## src/rtl/lsm_pkg.sv

```systemverilog
package lsm_pkg;
  typedef enum logic [2:0] {
    OP_LOAD_UP     = 3'd0,
    OP_STORE_UP    = 3'd1,
    OP_STORE_DOWN  = 3'd2,
    OP_STACK_POP   = 3'd3,
    OP_STACK_PUSH  = 3'd4
  } lsm_op_e;

  typedef enum logic [1:0] {
    ST_IDLE = 2'd0,
    ST_XFER = 2'd1,
    ST_WB   = 2'd2
  } lsm_state_e;
endpackage

```

## src/rtl/lsm_popcnt.sv

```systemverilog
module lsm_popcnt #(
  parameter int N = 16,
  localparam int CW = $clog2(N + 1)
) (
  input  logic [N-1:0]  vec,
  output logic [CW-1:0] cnt
);
  always_comb begin
    cnt = '0;
    for (int i = 0; i < N; i++) begin
      cnt = cnt + CW'(vec[i]);
    end
  end
endmodule

```

## src/rtl/lsm_first_set.sv

```systemverilog
module lsm_first_set #(
  parameter int N = 16,
  localparam int IW = $clog2(N)
) (
  input  logic [N-1:0]  vec,
  output logic [IW-1:0] idx
);
  // Lowest set bit wins; scanning downward leaves the lowest index last.
  always_comb begin
    idx = '0;
    for (int i = N - 1; i >= 0; i--) begin
      if (vec[i]) idx = IW'(i);
    end
  end
endmodule

```

## src/rtl/lsm_seq.sv

```systemverilog
module lsm_seq #(
  parameter int NREG   = 16,
  parameter int DW     = 32,
  parameter int STEP   = 4,
  parameter int SP_IDX = 13,
  localparam int IW    = $clog2(NREG),
  localparam int CW    = $clog2(NREG + 1)
) (
  input  logic            clk,
  input  logic            rst_n,
  input  logic            start,
  input  logic [2:0]      op,
  input  logic [IW-1:0]   base_idx,
  input  logic            wback,
  input  logic [NREG-1:0] reg_mask,
  input  logic [DW-1:0]   base_val,
  output logic            busy,
  output logic            done,
  output logic            mem_req,
  output logic            mem_we,
  output logic [DW-1:0]   mem_addr,
  output logic [DW-1:0]   mem_wdata,
  output logic            mem_wdata_unk,
  input  logic            mem_ready,
  input  logic [DW-1:0]   mem_rdata,
  output logic [IW-1:0]   rf_raddr,
  input  logic [DW-1:0]   rf_rdata,
  output logic            rf_we,
  output logic [IW-1:0]   rf_waddr,
  output logic [DW-1:0]   rf_wdata,
  output logic            rf_wdata_unk,
  output logic            pc_we,
  output logic [DW-1:0]   pc_wdata
);
  import lsm_pkg::*;

  localparam logic [IW-1:0] PC_ID = IW'(NREG - 1);
  localparam logic [IW-1:0] SP_ID = IW'(SP_IDX);

  lsm_state_e      state_q, state_d;
  logic [NREG-1:0] rem_q, rem_d;
  logic [DW-1:0]   addr_q, addr_d;
  logic            done_q, done_d;
  logic            cfg_en;

  logic [DW-1:0]   wbval_q;
  logic [IW-1:0]   base_q, first_q;
  logic            load_q, wb_q, base_in_q;

  // Decode of the request presented with start.
  logic            dec_load, dec_down, dec_wb;
  logic [IW-1:0]   dec_base;
  logic [CW-1:0]   sel_cnt;
  logic [IW-1:0]   mask_first, cur;
  logic [DW-1:0]   span, start_addr, end_base;

  always_comb begin
    dec_load = 1'b0;
    dec_down = 1'b0;
    dec_base = base_idx;
    dec_wb   = wback;
    case (lsm_op_e'(op))
      OP_STORE_UP:   ;
      OP_STORE_DOWN: dec_down = 1'b1;
      OP_STACK_POP:  begin dec_load = 1'b1; dec_base = SP_ID; dec_wb = 1'b1; end
      OP_STACK_PUSH: begin dec_down = 1'b1; dec_base = SP_ID; dec_wb = 1'b1; end
      default:       dec_load = 1'b1;
    endcase
  end

  lsm_popcnt #(.N(NREG)) u_cnt (.vec(reg_mask), .cnt(sel_cnt));
  lsm_first_set #(.N(NREG)) u_first (.vec(reg_mask), .idx(mask_first));
  lsm_first_set #(.N(NREG)) u_next  (.vec(rem_q),    .idx(cur));

  assign span       = DW'(sel_cnt) * DW'(STEP);
  assign start_addr = dec_down ? (base_val - span) : base_val;
  assign end_base   = dec_down ? (base_val - span) : (base_val + span);

  // Next-state logic.
  always_comb begin
    state_d = state_q;
    rem_d   = rem_q;
    addr_d  = addr_q;
    done_d  = 1'b0;
    cfg_en  = 1'b0;
    case (state_q)
      ST_IDLE: begin
        if (start) begin
          cfg_en = 1'b1;
          rem_d  = reg_mask;
          addr_d = start_addr;
          if (reg_mask == '0) done_d  = 1'b1;
          else                state_d = ST_XFER;
        end
      end
      ST_XFER: begin
        if (mem_ready) begin
          rem_d  = rem_q & ~(NREG'(1) << cur);
          addr_d = addr_q + DW'(STEP);
          if (rem_d == '0) begin
            if (wb_q) state_d = ST_WB;
            else begin
              state_d = ST_IDLE;
              done_d  = 1'b1;
            end
          end
        end
      end
      ST_WB: begin
        state_d = ST_IDLE;
        done_d  = 1'b1;
      end
      default: state_d = ST_IDLE;
    endcase
  end

  // Control registers.
  always_ff @(posedge clk or negedge rst_n) begin
    if (!rst_n) begin
      state_q <= ST_IDLE;
      rem_q   <= '0;
      done_q  <= 1'b0;
    end else begin
      state_q <= state_d;
      rem_q   <= rem_d;
      done_q  <= done_d;
    end
  end

  // Datapath registers, no reset.
  always_ff @(posedge clk) begin
    addr_q <= addr_d;
    if (cfg_en) begin
      wbval_q   <= end_base;
      base_q    <= dec_base;
      first_q   <= mask_first;
      load_q    <= dec_load;
      wb_q      <= dec_wb;
      base_in_q <= reg_mask[dec_base];
    end
  end

  // Outputs.
  logic in_xfer, in_wb;
  assign in_xfer = (state_q == ST_XFER);
  assign in_wb   = (state_q == ST_WB);

  assign busy          = (state_q != ST_IDLE);
  assign done          = done_q;
  assign mem_req       = in_xfer;
  assign mem_we        = in_xfer && !load_q;
  assign mem_addr      = addr_q;
  assign rf_raddr      = cur;
  assign mem_wdata     = rf_rdata;
  assign mem_wdata_unk = in_xfer && !load_q && wb_q && (cur == base_q) && (cur != first_q);
  assign rf_we         = (in_xfer && load_q && mem_ready && (cur != PC_ID)) || in_wb;
  assign rf_waddr      = in_wb ? base_q : cur;
  assign rf_wdata      = in_wb ? wbval_q : mem_rdata;
  assign rf_wdata_unk  = in_wb && load_q && base_in_q;
  assign pc_we         = in_xfer && load_q && mem_ready && (cur == PC_ID);
  assign pc_wdata      = mem_rdata;
endmodule

```

## config.mk

```make
export PLATFORM = sky130hd
export DESIGN_NAME = lsm_seq
export DESIGN_NICKNAME = d
export VERILOG_FILES = /design/src/rtl/lsm_pkg.sv /design/src/rtl/lsm_popcnt.sv /design/src/rtl/lsm_first_set.sv /design/src/rtl/lsm_seq.sv
export SDC_FILE = /design/constraint.sdc
export NUM_CORES = 1
export LEC_CHECK = 0
export CAP_MARGIN = 20
export CORE_MARGIN = 5
export CORE_UTILIZATION = 48
export CTS_BUF_LIST = sky130_fd_sc_hd__clkbuf_16
export DETAILED_ROUTE_END_ITERATION = 12
export DONT_BUFFER_PORTS = 1
export SYNTH_ARGS = -nofsm -noshare
export SYNTH_HDL_FRONTEND = slang
export SYNTH_SLANG_ARGS = --single-unit
```

## constraint.sdc

```tcl
create_clock -name clk -period 7.3 [get_ports clk]
set_clock_uncertainty 0.2 [all_clocks]
set_input_delay 1.46 -clock clk [delete_from_list [all_inputs] [get_ports clk]]
set_output_delay 1.46 -clock clk [all_outputs]
set_load 0.01 [all_outputs]
```

==> impl_metrics.py, run 1 <==
metrics = {
    "yosys": {
        "synth-compound-area-share": 0.144,
        "ys_async_sr_fraction": 0.202,
        "synth.area.mux_share": 0.0209,
        "yosysWarnings": 0,
        "syn-num-nets": 1076,
        "syn_area_per_cell_sq_um": 8.50,
        "synth_ff_type": "edfxtp_1",
        "postSynthRegisterBits": 94,
        "netlist_area_sq_um": 7830,
        "synth_cell_types": 67,
        "synth_edf_count": 75,
        "synthCells": 921,
        "yosys.area_share.adder": 0.0611,
        "synth_simple_gate_area_share": 0.212,
        "synth_top_family_by_area": "simple AND/OR/NAND/NOR gates",
        "synth-xor-area-share": 0.102,
        "ys_seq_area_frac": 0.348,
    },
    "cts": {
        "clk_pin_slew_worst_paths_ns": 0.07,
        "clockBufferDepth": 2,
        "cts_tree": "done",
        "postCtsSetupBuffers": 0,
        "cts_buffers": 9,
        "htreeDepth": 3,
        "clock-root-buffer": "clkbuf_16",
        "worstSkewPairLatency_ns": 0.36,
        "holdBufCountCts": 0,
        "clkSinkCount": 94,
        "cts-resized-gates": 0,
    },
    "min_path": {
        "hold_class": "reg -> reg",
        "holdPathStages": 2,
        "holdPathEnd": "rem_q[15]",
        "min_from": "rem_q[15]",
    },
    "drt": {
        "num_vias": 6466,
        "via_per_inst": 6.07,
        "drt-pass1-iter-count": 6,
        "drc": 0,
        "wl_microns": 23300,
        "first_iter_violations": 624,
        "avgRoutedWirePerCell_microns": 21.9,
        "ant_nets": 0,
    },
    "cells_and_area": {
        "layout_common_cells": "nand2_1 (150), edfxtp_1 (75), o21ai_0 (72)",
        "final_util": 0.495,
        "finalNetCount": 999,
        "area_delta_synth_final_pct": 0.767,
        "final_common_cell": "nand2_1",
        "layout-drive-gt1-share": 0.0707,
    },
    "setup_path": {
        "cp_common_cell": "fa_1",
        "crit_required_ns": 7.20,
        "cp_slowest_cell": "or4_1",
        "worst_setup_path_end_kind": "register",
        "rrSetupSlack_ns": 3.79,
        "cp.arrival_ns": 6.90,
        "path_delay_family": "adder cells",
        "critPathMaxFanout": 9,
        "rr_startpoint": "rem_q[3]",
        "reg2reg_depth": 7,
        "max_stage_delay_ns": 0.56,
        "path_cells": "inv_1 -> ha_1 -> inv_1 -> fa_1 -> fa_1 -> fa_1 -> fa_1 -> fa_2 -> fa_2 -> nor2b_1 -> o21a_1 -> inv_1 -> ha_1 -> or2_4 -> or4_4 -> or2_1 -> or4_1 -> o22ai_2 -> xor2_1",
        "critPathBufInv": 3,
        "startpoint": "reg_mask[0]",
        "crit_type": "in -> reg",
        "r2r_end": "state_q[0]",
        "start_kind": "primary input",
    },
    "sta": {
        "final_hold_viol_count": 0,
        "finalCriticalPeriod_ns": 7.00,
        "fin_crit_sh": 0.959,
        "setup_viol": 0,
        "rsz0062_at_grt": "no",
        "whs_ns": 0.393,
        "layout_setup_ws_ns": 0.301,
        "maxSlewHeadroom": 0.306,
        "maxSlewViolCount": 0,
        "max_freq_mhz": 143,
        "tightest_slew_ns": 1.04,
    },
    "placement": {
        "place_hpwl_microns": 18100,
        "place_worst_setup_slack_ns": -0.0193,
        "port-buffer-count": 0,
        "gp_congestion": 0.946,
    },
    "global_route": {
        "grtUsageTotal": 0.245,
        "first_global_vias": 6407,
        "grt_max_degree": 47,
        "grt_overflow": 0,
        "grt_pass1_wl_microns": 35600,
        "antenna_found_initial": 1,
    },
    "floorplanning": {
        "dieHeight_microns": 138,
        "coreArea_sq_um": 15900,
        "die_x_microns": 138,
        "num_rows": 46,
        "initial_core_util": 0.491,
        "io_pins": 268,
        "dieArea_sq_um": 19000,
    },
    "power_and_ir_drop": {
        "peakVddDrop_mv": 0.206,
        "p_leak_uw": 0.00306,
        "total_power_uw": 3070,
        "power_density_nw_per_um2": 389,
    },
    "run_status": {
        "status": "finished clean",
    },
    "run": {
        "maxCapViolations": 0,
    },
}
[area by class of cell]
class                           count  area, sq um
Antenna cell                        1         2.50
Clock buffer                        9          225
Clock inverter                      7         72.6
Fill cell                        1576         8060
Inverter                           55          206
Multi-Input combinational cell    665         4240
Sequential cell                    94         2730
Tap cell                          216          270
Timing Repair Buffer               19          143
[per-stage QoR]
| stage | std cells | cell area [sq um] | TNS [ns] |
|---|---|---|---|
| 2_1_floorplan | 921 | 7830 | 0 |
| 3_3_place_gp | 1049 | 7590 | 0 |
| 3_5_place_dp | 1049 | 7590 | -0.0193 |
| 4_1_cts | 1065 | 7890 | 0 |
| 5_1_grt | 1065 | 7890 | 0 |
| 6_report | 1066 | 7890 | 0 |
[registers in the layout (all words and copies together), names as in the netlist]
signal / cells
mem_addr: 32
wbval_q: 32
rem_q: 16
base_q: 4
first_q: 4
state_q: 2
base_in_q: 1
done: 1
load_q: 1
wb_q: 1
[cells by family after synthesis]
family | Yosys count
AND/OR/NAND/NOR | 348
AO/OA/AOI/OAI | 180
buffers and inverters | 162
flip-flops | 94
XOR/XNOR | 91
adder cells (fa/ha/maj) | 31
multiplexers | 15
[metal layers]
layer  part of all wire  GRT usage  wire (microns)
met5                  0          0               0
met4              0.024     0.0801             556
met3              0.092     0.0592            2140
met2               0.48      0.404           11200
met1               0.41      0.317            9460
[worst max path at each step]
| stage | end | cells past startpoint | slack (ns) |
|---|---|---|---|
| 2_1_floorplan | wbval_q[31] | 21 | 0.02 |
| 3_3_place_gp | wbval_q[31] | 19 | 0.02 |
| 3_5_place_dp | wbval_q[31] | 19 | -0.02 |
| 4_1_cts | wbval_q[31] | 19 | 0.31 |
| 5_1_grt | mem_addr[28] | 20 | 0.12 |
| 6_report | wbval_q[31] | 19 | 0.30 |
[cell usage after synthesis (4+ instances only)]
library cell / instances / share of area
a21oi_1: 31 / 0.020
a31oi_1: 10 / 0.0080
and2_1: 4 / 0.0032
and3_1: 12 / 0.0096
buf_1: 4 / 0.0019
buf_4: 64 / 0.061
clkbuf_1: 33 / 0.016
dfrtp_1: 19 / 0.061
edfxtp_1: 75 / 0.29
fa_1: 12 / 0.031
ha_1: 19 / 0.030
inv_1: 55 / 0.026
mux2i_1: 13 / 0.017
nand2_1: 150 / 0.072
nand2b_1: 9 / 0.0072
nand3_1: 28 / 0.018
nand4_1: 10 / 0.0080
nor2_1: 58 / 0.028
nor2b_1: 8 / 0.0064
nor3_1: 10 / 0.0064
nor3b_1: 4 / 0.0038
nor4_1: 15 / 0.012
o2111ai_1: 4 / 0.0045
o211ai_1: 7 / 0.0067
o21a_1: 4 / 0.0038
o21ai_0: 73 / 0.047
o22ai_1: 7 / 0.0056
o311ai_0: 4 / 0.0045
o31ai_1: 4 / 0.0038
or2_2: 7 / 0.0056
or3_1: 15 / 0.012
or4_1: 7 / 0.0067
xnor2_1: 50 / 0.056
xor2_1: 41 / 0.046
[worst reg2reg max path: stages, from the launching register on]
cell and delay (ns):
dfrtp_1 0.48, or4_1 0.76, nor3_1 0.82, o211ai_1 0.22, a21oi_1 0.19, o2111ai_1 0.19
nor4_1 0.39, o21ai_0 0.14
[where the power goes]
| part | switching [uW] | internal, uW | leakage [uW] |
|---|---|---|---|
| combinational | 937 | 566 | 0.00196 |
| sequential | 245 | 834 | 0.000946 |
| clock | 217 | 267 | 0.000148 |
| total | 1400 | 1670 | 0.00306 |
No activity file was read; power rests on OpenSTA's default activity.
==> inputs of run 2 (changes only) <==
--- a/config.mk
+++ b/config.mk
@@ -6,6 +6,7 @@
 export NUM_CORES = 1
 export LEC_CHECK = 0
 export CAP_MARGIN = 20
+export CORE_ASPECT_RATIO = 0.8
 export CORE_MARGIN = 5
 export CORE_UTILIZATION = 48
 export CTS_BUF_LIST = sky130_fd_sc_hd__clkbuf_16
==> constraint.sdc (replaced) <==
create_clock -name clk -period 8.7 [get_ports clk]
set_clock_uncertainty 0.2 [all_clocks]
set_input_delay 1.74 -clock clk [delete_from_list [all_inputs] [get_ports clk]]
set_output_delay 1.74 -clock clk [all_outputs]
set_load 0.01 [all_outputs]
==> run 2 against run 1 <==
  * Total power decreased by 15%
  * Global-route usage decreased by 0.73 points
  * Core utilization decreased by 0.50 points
  * Register-to-register slack improved by 1.5 ns
  * Wire length decreased by 0.48%
  * Critical endpoint is now mem_addr[28]
==> impl_metrics.py, run 2 (synthesized netlist as in run 1, its figures left out) <==
metrics = {
    "cts": {
        "clock-root-buffer": "clkbuf_16",
        "clockBufferDepth": 2,
        "cts-resized-gates": 0,
        "cts_buffers": 9,
        "holdBufCountCts": 0,
        "worstSkewPairLatency_ns": 0.35,
        "htreeDepth": 3,
        "clk_pin_slew_worst_paths_ns": 0.07,
        "clkSinkCount": 94,
        "postCtsSetupBuffers": 0,
        "cts_tree": "done",
    },
    "drt": {
        "via_per_inst": 6.10,
        "avgRoutedWirePerCell_microns": 22.1,
        "wl_microns": 23200,
        "num_vias": 6410,
        "ant_nets": 0,
        "top_layer": "met4",
        "drt-met1-wl_microns": 10400,
        "first_iter_violations": 534,
        "wl_met2_microns": 9940,
        "wl_met3_microns": 2530,
        "drt-pass1-iter-count": 5,
        "drc": 0,
    },
    "cells_and_area": {
        "stdcell_count": 1051,
        "final_util": 0.490,
        "layout-drive-gt1-share": 0.0490,
        "diodes": 0,
        "layout_common_cells": "nand2_1 (150), edfxtp_1 (75), o21ai_0 (72)",
        "final_common_cell": "nand2_1",
        "final_cell_area_sq_um": 7790,
        "finalNetCount": 986,
        "area_delta_synth_final_pct": -0.511,
    },
    "sta": {
        "final_hold_viol_count": 0,
        "whs_ns": 0.399,
        "tightest_slew_ns": 1.12,
        "fin_crit_sh": 0.892,
        "maxSlewHeadroom": 0.231,
        "tns_ns": 0,
        "finalCriticalPeriod_ns": 7.76,
        "maxSlewViolCount": 0,
        "max_freq_mhz": 129,
        "rsz0062_at_grt": "no",
        "setup_viol": 0,
    },
    "min_path": {
        "holdPathEnd": "rem_q[15]",
        "holdPathStages": 2,
        "min_from": "rem_q[15]",
        "hold_class": "reg -> reg",
    },
    "global_route": {
        "first_global_vias": 6250,
        "grt_pass1_wl_microns": 36200,
        "grt_overflow": 0,
        "grt_max_degree": 47,
        "antenna_found_initial": 0,
        "grtUsageTotal": 0.238,
    },
    "placement": {
        "gp_congestion": 0.914,
        "dpl_cell_area_sq_um": 7480,
        "dpl.cell_count": 1035,
        "place_hpwl_microns": 17700,
        "port-buffer-count": 0,
    },
    "run": {
        "maxCapViolations": 0,
    },
    "setup_path": {
        "cp.arrival_ns": 7.64,
        "rr_startpoint": "rem_q[3]",
        "crit_type": "in -> reg",
        "crit_required_ns": 8.58,
        "path_cells": "inv_1 -> ha_1 -> inv_1 -> fa_1 -> fa_1 -> fa_1 -> fa_1 -> fa_1 -> fa_1 -> nor2b_1 -> o21a_1 -> inv_1 -> ha_1 -> or2_4 -> or4_4 -> nor2_1 -> nand3_1 -> or4_4 -> xnor2_1 -> mux2i_1",
        "path_delay_family": "adder cells",
        "cp_slowest_cell": "or4_4",
        "max_stage_delay_ns": 0.62,
        "reg2reg_depth": 7,
        "critPathMaxFanout": 10,
        "critPathBufInv": 3,
        "start_kind": "primary input",
        "rrSetupSlack_ns": 5.29,
        "cp_common_cell": "fa_1",
        "r2r_end": "state_q[0]",
        "worst_setup_path_end_kind": "register",
    },
    "power_and_ir_drop": {
        "power_density_nw_per_um2": 333,
        "p_leak_uw": 0.00301,
        "peakVddDrop_mv": 0.145,
    },
    "floorplanning": {
        "dieArea_sq_um": 19000,
        "die_x_microns": 153,
        "initial_core_util": 0.492,
        "coreArea_sq_um": 15900,
        "dieHeight_microns": 124,
        "num_rows": 41,
        "io_pins": 268,
    },
    "run_status": {
        "status": "finished clean",
    },
}
## run 2: cell count changes in the layout (fill, tap and decap cells not counted), sizes merged
cell	change
buf	-13
clkinv	-2
inv	+2
bufinv	+1
clkinvlp	-1
diode	-1
## run 2: where the power goes
group	total (uW)	switching (uW)	internal, uW	leakage, uW
Combinational	1260	796	459	0.00190
Sequential	918	218	700	0.000946
Clock	423	176	247	0.000166
## run 2: worst reg2reg max path, delay by kind of cell (launching register included)
kind               cells  cell delay, ns
DFF                    1            0.50
and+or+nand+nor        3            1.63
AOI/OAI and AO/OA      4            0.94
## run 2: layout make-up
class | instances | area (sq um)
Timing Repair Buffer | 6 | 45.0
Clock inverter | 7 | 78.8
Inverter | 55 | 206
Clock buffer | 9 | 225
Fill cell | 1554 | 8120
Tap cell | 215 | 269
Multi-Input combinational cell | 665 | 4240
Sequential cell | 94 | 2730
## run 2: how the worst max path moves through the flow
stage | slack, ns | depth (start not counted) | endpoint | start
after floorplan | 1.01 | 21 | wbval_q[31] | reg_mask[0]
after global placement | 0.74 | 20 | mem_addr[28] | reg_mask[0]
after detailed placement | 0.62 | 20 | mem_addr[28] | reg_mask[0]
after CTS | 0.97 | 20 | mem_addr[28] | reg_mask[0]
after global routing | 0.71 | 20 | mem_addr[28] | reg_mask[0]
final | 0.94 | 20 | mem_addr[28] | reg_mask[0]
## run 2: metrics by stage
stage,power (uW),setup WS (ns)
2_1_floorplan,1830,1.01
3_3_place_gp,2140,0.739
3_5_place_dp,2160,0.617
4_1_cts,2590,0.971
5_1_grt,2780,0.710
6_report,2600,0.943
## run 2: routing by layer
layer	vias to the layer above	GRT usage
met1	3076	0.343
met4	0	0.0498
met2	328	0.350
met5	-	0
li1	2971	-
met3	35	0.0775
==> inputs of run 3 (changes only) <==
--- a/config.mk
+++ b/config.mk
@@ -10,6 +10,7 @@
 export CORE_MARGIN = 5
 export CORE_UTILIZATION = 48
 export CTS_BUF_LIST = sky130_fd_sc_hd__clkbuf_16
+export CTS_CLUSTER_DIAMETER = 120
 export DETAILED_ROUTE_END_ITERATION = 12
 export DONT_BUFFER_PORTS = 1
 export SYNTH_ARGS = -nofsm -noshare
==> results of run 3 <==
No change in the layout: final DEF, timing and power equal those of run 2.
